### config.mk
export PLATFORM = sky130hd
export DESIGN_NAME = dif_butterfly
export DESIGN_NICKNAME = d
export VERILOG_FILES = /design/src/rtl/bfly_pkg.sv /design/src/rtl/bfly_round.sv /design/src/rtl/bfly_front.sv /design/src/rtl/bfly_cmul.sv /design/src/rtl/dif_butterfly.sv
export SDC_FILE = /design/constraint.sdc
export NUM_CORES = 2
export LEC_CHECK = 0
export ABC_AREA = 0
export BUFFER_PORTS_ARGS = -buffer_cell sky130_fd_sc_hd__buf_2
export CAP_MARGIN = 20
export CORE_MARGIN = 2
export CORE_UTILIZATION = 35
export DETAILED_ROUTE_END_ITERATION = 12
export PLACE_DENSITY = 0.6
export SLEW_MARGIN = 25
export SYNTH_ARGS = -nofsm -noshare
export SYNTH_HDL_FRONTEND = slang
export SYNTH_SLANG_ARGS = --single-unit
### constraint.sdc
create_clock -name clk -period 17.06 [get_ports clk]
set_input_delay 0 -clock clk [delete_from_list [all_inputs] [get_ports clk]]
set_output_delay 0 -clock clk [all_outputs]
set_load 0.01 [all_outputs]
### src/rtl/bfly_pkg.sv
package bfly_pkg;

  localparam int NPROD = 3;

  function automatic int units_for(input int slots);
    if (slots >= 3) return 1;
    else if (slots == 2) return 2;
    else return 3;
  endfunction

  function automatic int phases_for(input int slots);
    int u;
    u = units_for(slots);
    return (NPROD + u - 1) / u;
  endfunction

endpackage

### src/rtl/bfly_round.sv
module bfly_round #(
  parameter int WI = 18,
  parameter int D  = 1,
  parameter int WO = 16
) (
  input  logic signed [WI-1:0] din,
  output logic        [WO-1:0] dout
);

  generate
    if (D == 0) begin : g_pass
      assign dout = WO'(din);
    end else begin : g_rne
      localparam logic signed [WI:0] BIAS = (WI+1)'((1 << (D - 1)) - 1);
      logic signed [WI:0] t;
      // bias is half minus one, plus the lsb that survives: ties go even
      assign t    = (WI+1)'(din) + BIAS + $signed((WI+1)'(din[D]));
      assign dout = WO'(t >>> D);
    end
  endgenerate

endmodule

### src/rtl/bfly_front.sv
module bfly_front #(
  parameter  int IW = 16,
  parameter  int CW = 16,
  localparam int DW = IW + 1,
  localparam int XW = DW + 1,
  localparam int YW = CW + 1
) (
  input  logic                 clk,
  input  logic                 rst,
  input  logic                 ce,
  input  logic [2*IW-1:0]      in_a,
  input  logic [2*IW-1:0]      in_b,
  input  logic [2*CW-1:0]      twiddle,
  input  logic                 sync_in,
  output logic signed [DW-1:0] sum_re,
  output logic signed [DW-1:0] sum_im,
  output logic [3*XW-1:0]      x_ops,
  output logic [3*YW-1:0]      y_ops,
  output logic                 sync_q
);

  logic signed [IW-1:0] a_re, a_im, b_re, b_im;
  logic signed [CW-1:0] w_re, w_im;
  logic signed [DW-1:0] d_re, d_im;
  logic signed [CW-1:0] c_re, c_im;

  assign a_re = in_a[2*IW-1:IW];
  assign a_im = in_a[IW-1:0];
  assign b_re = in_b[2*IW-1:IW];
  assign b_im = in_b[IW-1:0];
  assign w_re = twiddle[2*CW-1:CW];
  assign w_im = twiddle[CW-1:0];

  always_ff @(posedge clk) begin
    if (ce) begin
      sum_re <= DW'(a_re) + DW'(b_re);
      sum_im <= DW'(a_im) + DW'(b_im);
      d_re   <= DW'(a_re) - DW'(b_re);
      d_im   <= DW'(a_im) - DW'(b_im);
      c_re   <= w_re;
      c_im   <= w_im;
    end
  end

  always_ff @(posedge clk) begin
    if (rst)     sync_q <= 1'b0;
    else if (ce) sync_q <= sync_in;
  end

  // three-product operands: k0 = c_re*(d_re+d_im), k1 = d_im*(c_re+c_im),
  // k2 = d_re*(c_im-c_re); real = k0-k1, imag = k0+k2
  logic signed [XW-1:0] x0, x1, x2;
  logic signed [YW-1:0] y0, y1, y2;

  always_comb begin
    x0 = XW'(d_re) + XW'(d_im);
    y0 = YW'(c_re);
    x1 = XW'(d_im);
    y1 = YW'(c_re) + YW'(c_im);
    x2 = XW'(d_re);
    y2 = YW'(c_im) - YW'(c_re);
  end

  assign x_ops = {x2, x1, x0};
  assign y_ops = {y2, y1, y0};

  p_sync_capture_r5: assert property (@(posedge clk) disable iff (rst)
    ce |=> sync_q == $past(sync_in));

endmodule

### src/rtl/bfly_cmul.sv
module bfly_cmul #(
  parameter  int SLOTS = 1,
  parameter  int XW    = 18,
  parameter  int YW    = 17,
  localparam int PW    = XW + YW,
  localparam int RW    = PW + 1
) (
  input  logic                 clk,
  input  logic                 rst,
  input  logic                 ce,
  input  logic [3*XW-1:0]      x_ops,
  input  logic [3*YW-1:0]      y_ops,
  output logic signed [RW-1:0] re_q,
  output logic signed [RW-1:0] im_q
);

  localparam int NU  = bfly_pkg::units_for(SLOTS);
  localparam int NP  = bfly_pkg::phases_for(SLOTS);
  localparam int LP  = NP - 1;
  localparam int NS  = NU * NP;
  localparam int PHW = 2;

  // phase counter: cleared by each enable, steps on the idle clocks between
  logic [PHW-1:0] ph;

  always_ff @(posedge clk) begin
    if (rst)                    ph <= '0;
    else if (ce)                ph <= '0;
    else if (ph != PHW'(LP))    ph <= ph + 1'b1;
  end

  logic signed [XW-1:0] xo [NS];
  logic signed [YW-1:0] yo [NS];

  for (genvar j = 0; j < NS; j++) begin : g_slot
    if (j < bfly_pkg::NPROD) begin : g_live
      assign xo[j] = $signed(x_ops[j*XW +: XW]);
      assign yo[j] = $signed(y_ops[j*YW +: YW]);
    end else begin : g_pad
      assign xo[j] = '0;
      assign yo[j] = '0;
    end
  end

  logic signed [PW-1:0] uprod [NU];

  for (genvar u = 0; u < NU; u++) begin : g_unit
    logic signed [XW-1:0] xm;
    logic signed [YW-1:0] ym;
    always_comb begin
      xm = '0;
      ym = '0;
      for (int p = 0; p < NP; p++) begin
        if (ph == PHW'(p)) begin
          xm = xo[p*NU + u];
          ym = yo[p*NU + u];
        end
      end
    end
    assign uprod[u] = PW'(xm) * PW'(ym);
  end

  for (genvar j = 0; j < bfly_pkg::NPROD; j++) begin : g_prod
    localparam int JP = j / NU;
    localparam int JU = j % NU;
    logic signed [PW-1:0] kreg;
    if (JP == LP) begin : g_direct
      always_ff @(posedge clk) begin
        if (ce) kreg <= uprod[JU];
      end
    end else begin : g_held
      logic signed [PW-1:0] kst;
      always_ff @(posedge clk) begin
        if (!ce && ph == PHW'(JP)) kst <= uprod[JU];
        if (ce)                    kreg <= kst;
      end
    end
  end

  always_ff @(posedge clk) begin
    if (ce) begin
      re_q <= RW'(g_prod[0].kreg) - RW'(g_prod[1].kreg);
      im_q <= RW'(g_prod[0].kreg) + RW'(g_prod[2].kreg);
    end
  end

  p_phase_range_r8: assert property (@(posedge clk) disable iff (rst)
    ph <= PHW'(LP));

  if (SLOTS >= 2) begin : g_gap2
    p_phase_clear_r8: assert property (@(posedge clk) disable iff (rst)
      ce |=> ph == '0);
    p_ce_gap2_r8: assert property (@(posedge clk) disable iff (rst)
      ce |=> !ce);
  end

  if (SLOTS >= 3) begin : g_gap3
    p_ce_gap3_r9: assert property (@(posedge clk) disable iff (rst)
      ce |=> !ce ##1 !ce);
  end

endmodule

### src/rtl/dif_butterfly.sv
module dif_butterfly #(
  parameter int IW    = 16,
  parameter int CW    = 16,
  parameter int OW    = 16,
  parameter int SLOTS = 1
) (
  input  logic            clk,
  input  logic            rst,
  input  logic            ce,
  input  logic [2*IW-1:0] in_a,
  input  logic [2*IW-1:0] in_b,
  input  logic [2*CW-1:0] twiddle,
  input  logic            sync_in,
  output logic [2*OW-1:0] sum_out,
  output logic [2*OW-1:0] dif_out,
  output logic            sync_out
);

  localparam int DW = IW + 1;
  localparam int XW = DW + 1;
  localparam int YW = CW + 1;
  localparam int RW = XW + YW + 1;
  localparam int SD = DW - OW;
  localparam int PD = CW - 1 + SD;

  // stage 1: operand capture and pre-adds
  logic signed [DW-1:0] s1_re, s1_im;
  logic [3*XW-1:0]      x_ops;
  logic [3*YW-1:0]      y_ops;
  logic                 sy1;

  bfly_front #(.IW(IW), .CW(CW)) u_front (
    .clk     (clk),
    .rst     (rst),
    .ce      (ce),
    .in_a    (in_a),
    .in_b    (in_b),
    .twiddle (twiddle),
    .sync_in (sync_in),
    .sum_re  (s1_re),
    .sum_im  (s1_im),
    .x_ops   (x_ops),
    .y_ops   (y_ops),
    .sync_q  (sy1)
  );

  // stages 2 and 3: shared products and recombination
  logic signed [RW-1:0] p3_re, p3_im;

  bfly_cmul #(.SLOTS(SLOTS), .XW(XW), .YW(YW)) u_cmul (
    .clk   (clk),
    .rst   (rst),
    .ce    (ce),
    .x_ops (x_ops),
    .y_ops (y_ops),
    .re_q  (p3_re),
    .im_q  (p3_im)
  );

  // sum and marker follow the product through two matching registers
  logic signed [DW-1:0] s2_re, s2_im, s3_re, s3_im;
  logic                 sy2, sy3;

  always_ff @(posedge clk) begin
    if (ce) begin
      s2_re <= s1_re;
      s2_im <= s1_im;
      s3_re <= s2_re;
      s3_im <= s2_im;
    end
  end

  always_ff @(posedge clk) begin
    if (rst) begin
      sy2 <= 1'b0;
      sy3 <= 1'b0;
    end else if (ce) begin
      sy2 <= sy1;
      sy3 <= sy2;
    end
  end

  // stage 4: round to the output width and register
  logic [OW-1:0] r_sre, r_sim, r_pre, r_pim;

  bfly_round #(.WI(DW), .D(SD), .WO(OW)) u_rs_re (.din(s3_re), .dout(r_sre));
  bfly_round #(.WI(DW), .D(SD), .WO(OW)) u_rs_im (.din(s3_im), .dout(r_sim));
  bfly_round #(.WI(RW), .D(PD), .WO(OW)) u_rp_re (.din(p3_re), .dout(r_pre));
  bfly_round #(.WI(RW), .D(PD), .WO(OW)) u_rp_im (.din(p3_im), .dout(r_pim));

  always_ff @(posedge clk) begin
    if (ce) begin
      sum_out <= {r_sre, r_sim};
      dif_out <= {r_pre, r_pim};
    end
  end

  always_ff @(posedge clk) begin
    if (rst)     sync_out <= 1'b0;
    else if (ce) sync_out <= sy3;
  end

  p_hold_data_r4: assert property (@(posedge clk) disable iff (rst)
    !ce |=> $stable(sum_out) && $stable(dif_out));

  p_hold_sync_r5: assert property (@(posedge clk) disable iff (rst)
    !ce |=> $stable(sync_out));

  p_rst_clears_r6: assert property (@(posedge clk)
    rst |=> !sync_out);

endmodule

==> flow_metrics.py <==
metrics = {
    "outcome": {
        "status": "finished clean",
    },
    "yosys": {
        "yosysTopAreaCell": "fa_1",
        "syn-instance-count": 5248,
        "avgSynthCellArea_um2": 10.05,
        "synth-seq-cells": 396,
        "yosys_warnings": 0,
        "ys_types": 93,
        "synth_edf_count": 390,
        "netlist_area_mm2": 0.05273,
        "ys_seq_area_share_pct": 22.44,
        "yosysTopAreaCellShare_pct": 32.69,
        "synth_nets": 6632,
        "synth_area_leaders": "fa_1 (33%), edfxtp_1 (22%), ha_1 (10%)",
        "async_reset_ff_share_pct": 0,
        "synth_flop_cell": "edfxtp_1",
    },
    "floorplanning": {
        "die_w_um": 392.2,
        "coreArea_mm2": 0.1498,
        "io_pins": 165,
        "die-height_um": 392.2,
        "die_area_mm2": 0.1538,
        "initial_utilization_pct": 35.21,
        "rows": 142,
    },
    "grt": {
        "grt_overflow": 0,
        "top_usage_layer": "met2",
        "grt_use_total_pct": 19.45,
        "grt_pass1_vias": 39500,
        "antenna_found_initial": 5,
        "grt_max_degree": 172,
        "met3_usage_pct": 3.983,
        "use_met2_pct": 31.20,
        "grt_pass1_wl_mm": 229.0,
        "grtUsageMet1_pct": 26.35,
    },
    "clocking": {
        "cts_buffers": 50,
        "clkLatencyLatePin_ns": 0.65,
        "htreeDepth": 2,
        "cts_sinks": 396,
        "cts-resized-gates": 0,
        "cts_tree": "done",
        "root_buffer": "clkbuf_16",
        "clk_pin_slew_worst_paths_ns": 0.07,
        "max-clock-path-buffers": 3,
        "cts_setup_buffers": 0,
    },
    "critical_path": {
        "startpoint_type": "flop",
        "critPathMaxStageDelay_ns": 0.79,
        "critPathKind": "flop to flop",
        "required_ns": 17.45,
        "end_kind": "flop",
        "slowest_stage": "and2_1",
        "path_max_fanout": 15,
        "arrival_ns": 10.10,
    },
    "drt": {
        "drt_wl_total_mm": 146.8,
        "via_per_inst": 4.956,
        "wl_per_cell_um": 19.47,
        "postRouteAntennaNets": 0,
        "dr.pass1.iters": 6,
        "drc": 0,
        "route.vias.total": 37370,
        "drt_iter0_drc": 2289,
    },
    "cells_and_area": {
        "drive_gt1_share_pct": 6.845,
        "final_cell_mix": "inv_1 (1086), fa_1 (861), nand2_1 (506)",
        "fin_util_pct": 39.32,
        "final_common_cell": "inv_1",
        "syn_to_final_growth_pct": 11.68,
        "nets": 6866,
    },
    "timing": {
        "finalSetupViolCount": 0,
        "hold_slack_ns": 0.01522,
        "hold_viol": 0,
        "worst_pin_slew_ns": 1.079,
        "finalCritPeriodShare_pct": 56.91,
        "rsz0062_at_grt": "false",
        "period_needed_ns": 9.709,
        "slew_viol_final": 0,
        "relSlewSlack_pct": 27.73,
        "clock_skew_ns": 0.03302,
        "max_clock_freq_mhz": 103.0,
        "finalSetupTns_ns": 0,
    },
    "flow_run": {
        "cap_viol_max_count": 0,
    },
    "placed_design": {
        "gp_congestion": 0.9199,
        "port_buffers": 164,
        "dp_hpwl_mm": 116.3,
    },
    "worst_hold_path": {
        "hp-class": "input port to flop",
    },
}
-- worst max-delay path, delay by kind of cell, from the launching register on --
family / cells / cell delay, ns
AND/OR/NAND/NOR: 6 / 1.76
XOR/XNOR: 2 / 0.53
buffers and inverters: 6 / 0.57
flip-flops: 1 / 0.65
AO/OA/AOI/OAI: 10 / 2.19
adder cells (fa/ha/maj): 8 / 3.71
-- Yosys cell counts (all sizes together) (6+ instances only) --
cell type and count:
a2111oi 6, a211o 10, a211oi 20, a21o 65, a21oi 161, a31oi 17
a41oi 6, and2 126, and3 195, buf 11, clkbuf 166, dfxtp 6
edfxtp 390, fa 861, ha 423, inv 1087, mux2i 8, nand2 506
nand2b 37, nand3 129, nand3b 6, nand4 9, nor2 218, nor2b 57
nor3 80, nor3b 6, nor4 13, o2111ai 9, o211ai 11, o21a 38
o21ai 85, o21bai 34, o31ai 8, or2 20, or3 25, xnor2 234
xor2 83
-- metrics by stage --
stage	area, um^2	worst slack (ns)	instances
final	58900	7.351	7539
after global routing	58890	6.922	7538
after CTS	58870	7.485	7538
after detailed placement	55990	7.508	7324
after global placement	55970	7.511	7324
after floorplan	52730	9.042	5248
-- cell type report --
cell class,count,area (um^2)
Clock buffer,59,1338
Antenna cell,1,2.502
Sequential cell,396,11830
Tap cell,2016,2522
Clock inverter,33,327.8
Inverter,1088,4084
Timing Repair Buffer,359,2629
Fill cell,14660,90880
Multi-Input combinational cell,3587,36160
-- sequential cells by signal (all words and copies together), names as in the netlist, 2 cells and up --
name / flops
s2_im: 17
s2_re: 17
u_front.c_re: 16
u_cmul.re_q: 32
u_cmul.ph: 2
dif_out: 32
u_cmul.g_prod.kreg: 96
sum_out: 32
s3_im: 17
u_front.sum_re: 17
u_front.sum_im: 17
u_front.c_im: 16
u_front.d_im: 16
u_cmul.im_q: 32
u_front.d_re: 16
s3_re: 17
-- logic make-up after synthesis --
kind of cell	count (synthesis)	share of synthesized area, %
compound gates	537	6.957
xor+xnor	319	5.407
fa+ha+maj	1284	42.72
buf+inv	1265	9.080
flops	396	22.44
mux	11	0.2230
simple gates	1436	13.18
-- per-layer routing --
layer  share of wire [%]  vias up
li1                    -    17110
met1                  43    18770
met2                  45     1262
met3                 8.1      225
met4                 3.4        2
met5              0.0089        -
-- timing repair --
| action | in CTS | in global routing |
|---|---|---|
| hold buffers | 122 | 0 |
| setup endpoints to repair | 0 | 0 |
| hold endpoints to repair | 119 | 0 |
-- worst paths after layout --
path                                               to  cells after the start  slack (ns)                 startpoint
hold reg to reg                    s3_re[5]$_DFFE_PP_                      0        0.40         s2_re[5]$_DFFE_PP_
setup reg to reg  u_cmul.g_prod[1].kreg[30]$_DFFE_PP_                     32        7.35  u_front.c_re[1]$_DFFE_PP_
setup / recovery  u_cmul.g_prod[1].kreg[30]$_DFFE_PP_                     32        7.35  u_front.c_re[1]$_DFFE_PP_
hold / removal              u_front.d_im[4]$_DFFE_PP_                      5        0.02                    in_a[3]
Power is left out: the tool's default activity adds up to more than one toggle a clock period on the data nets, which glitch-free logic cannot reach.
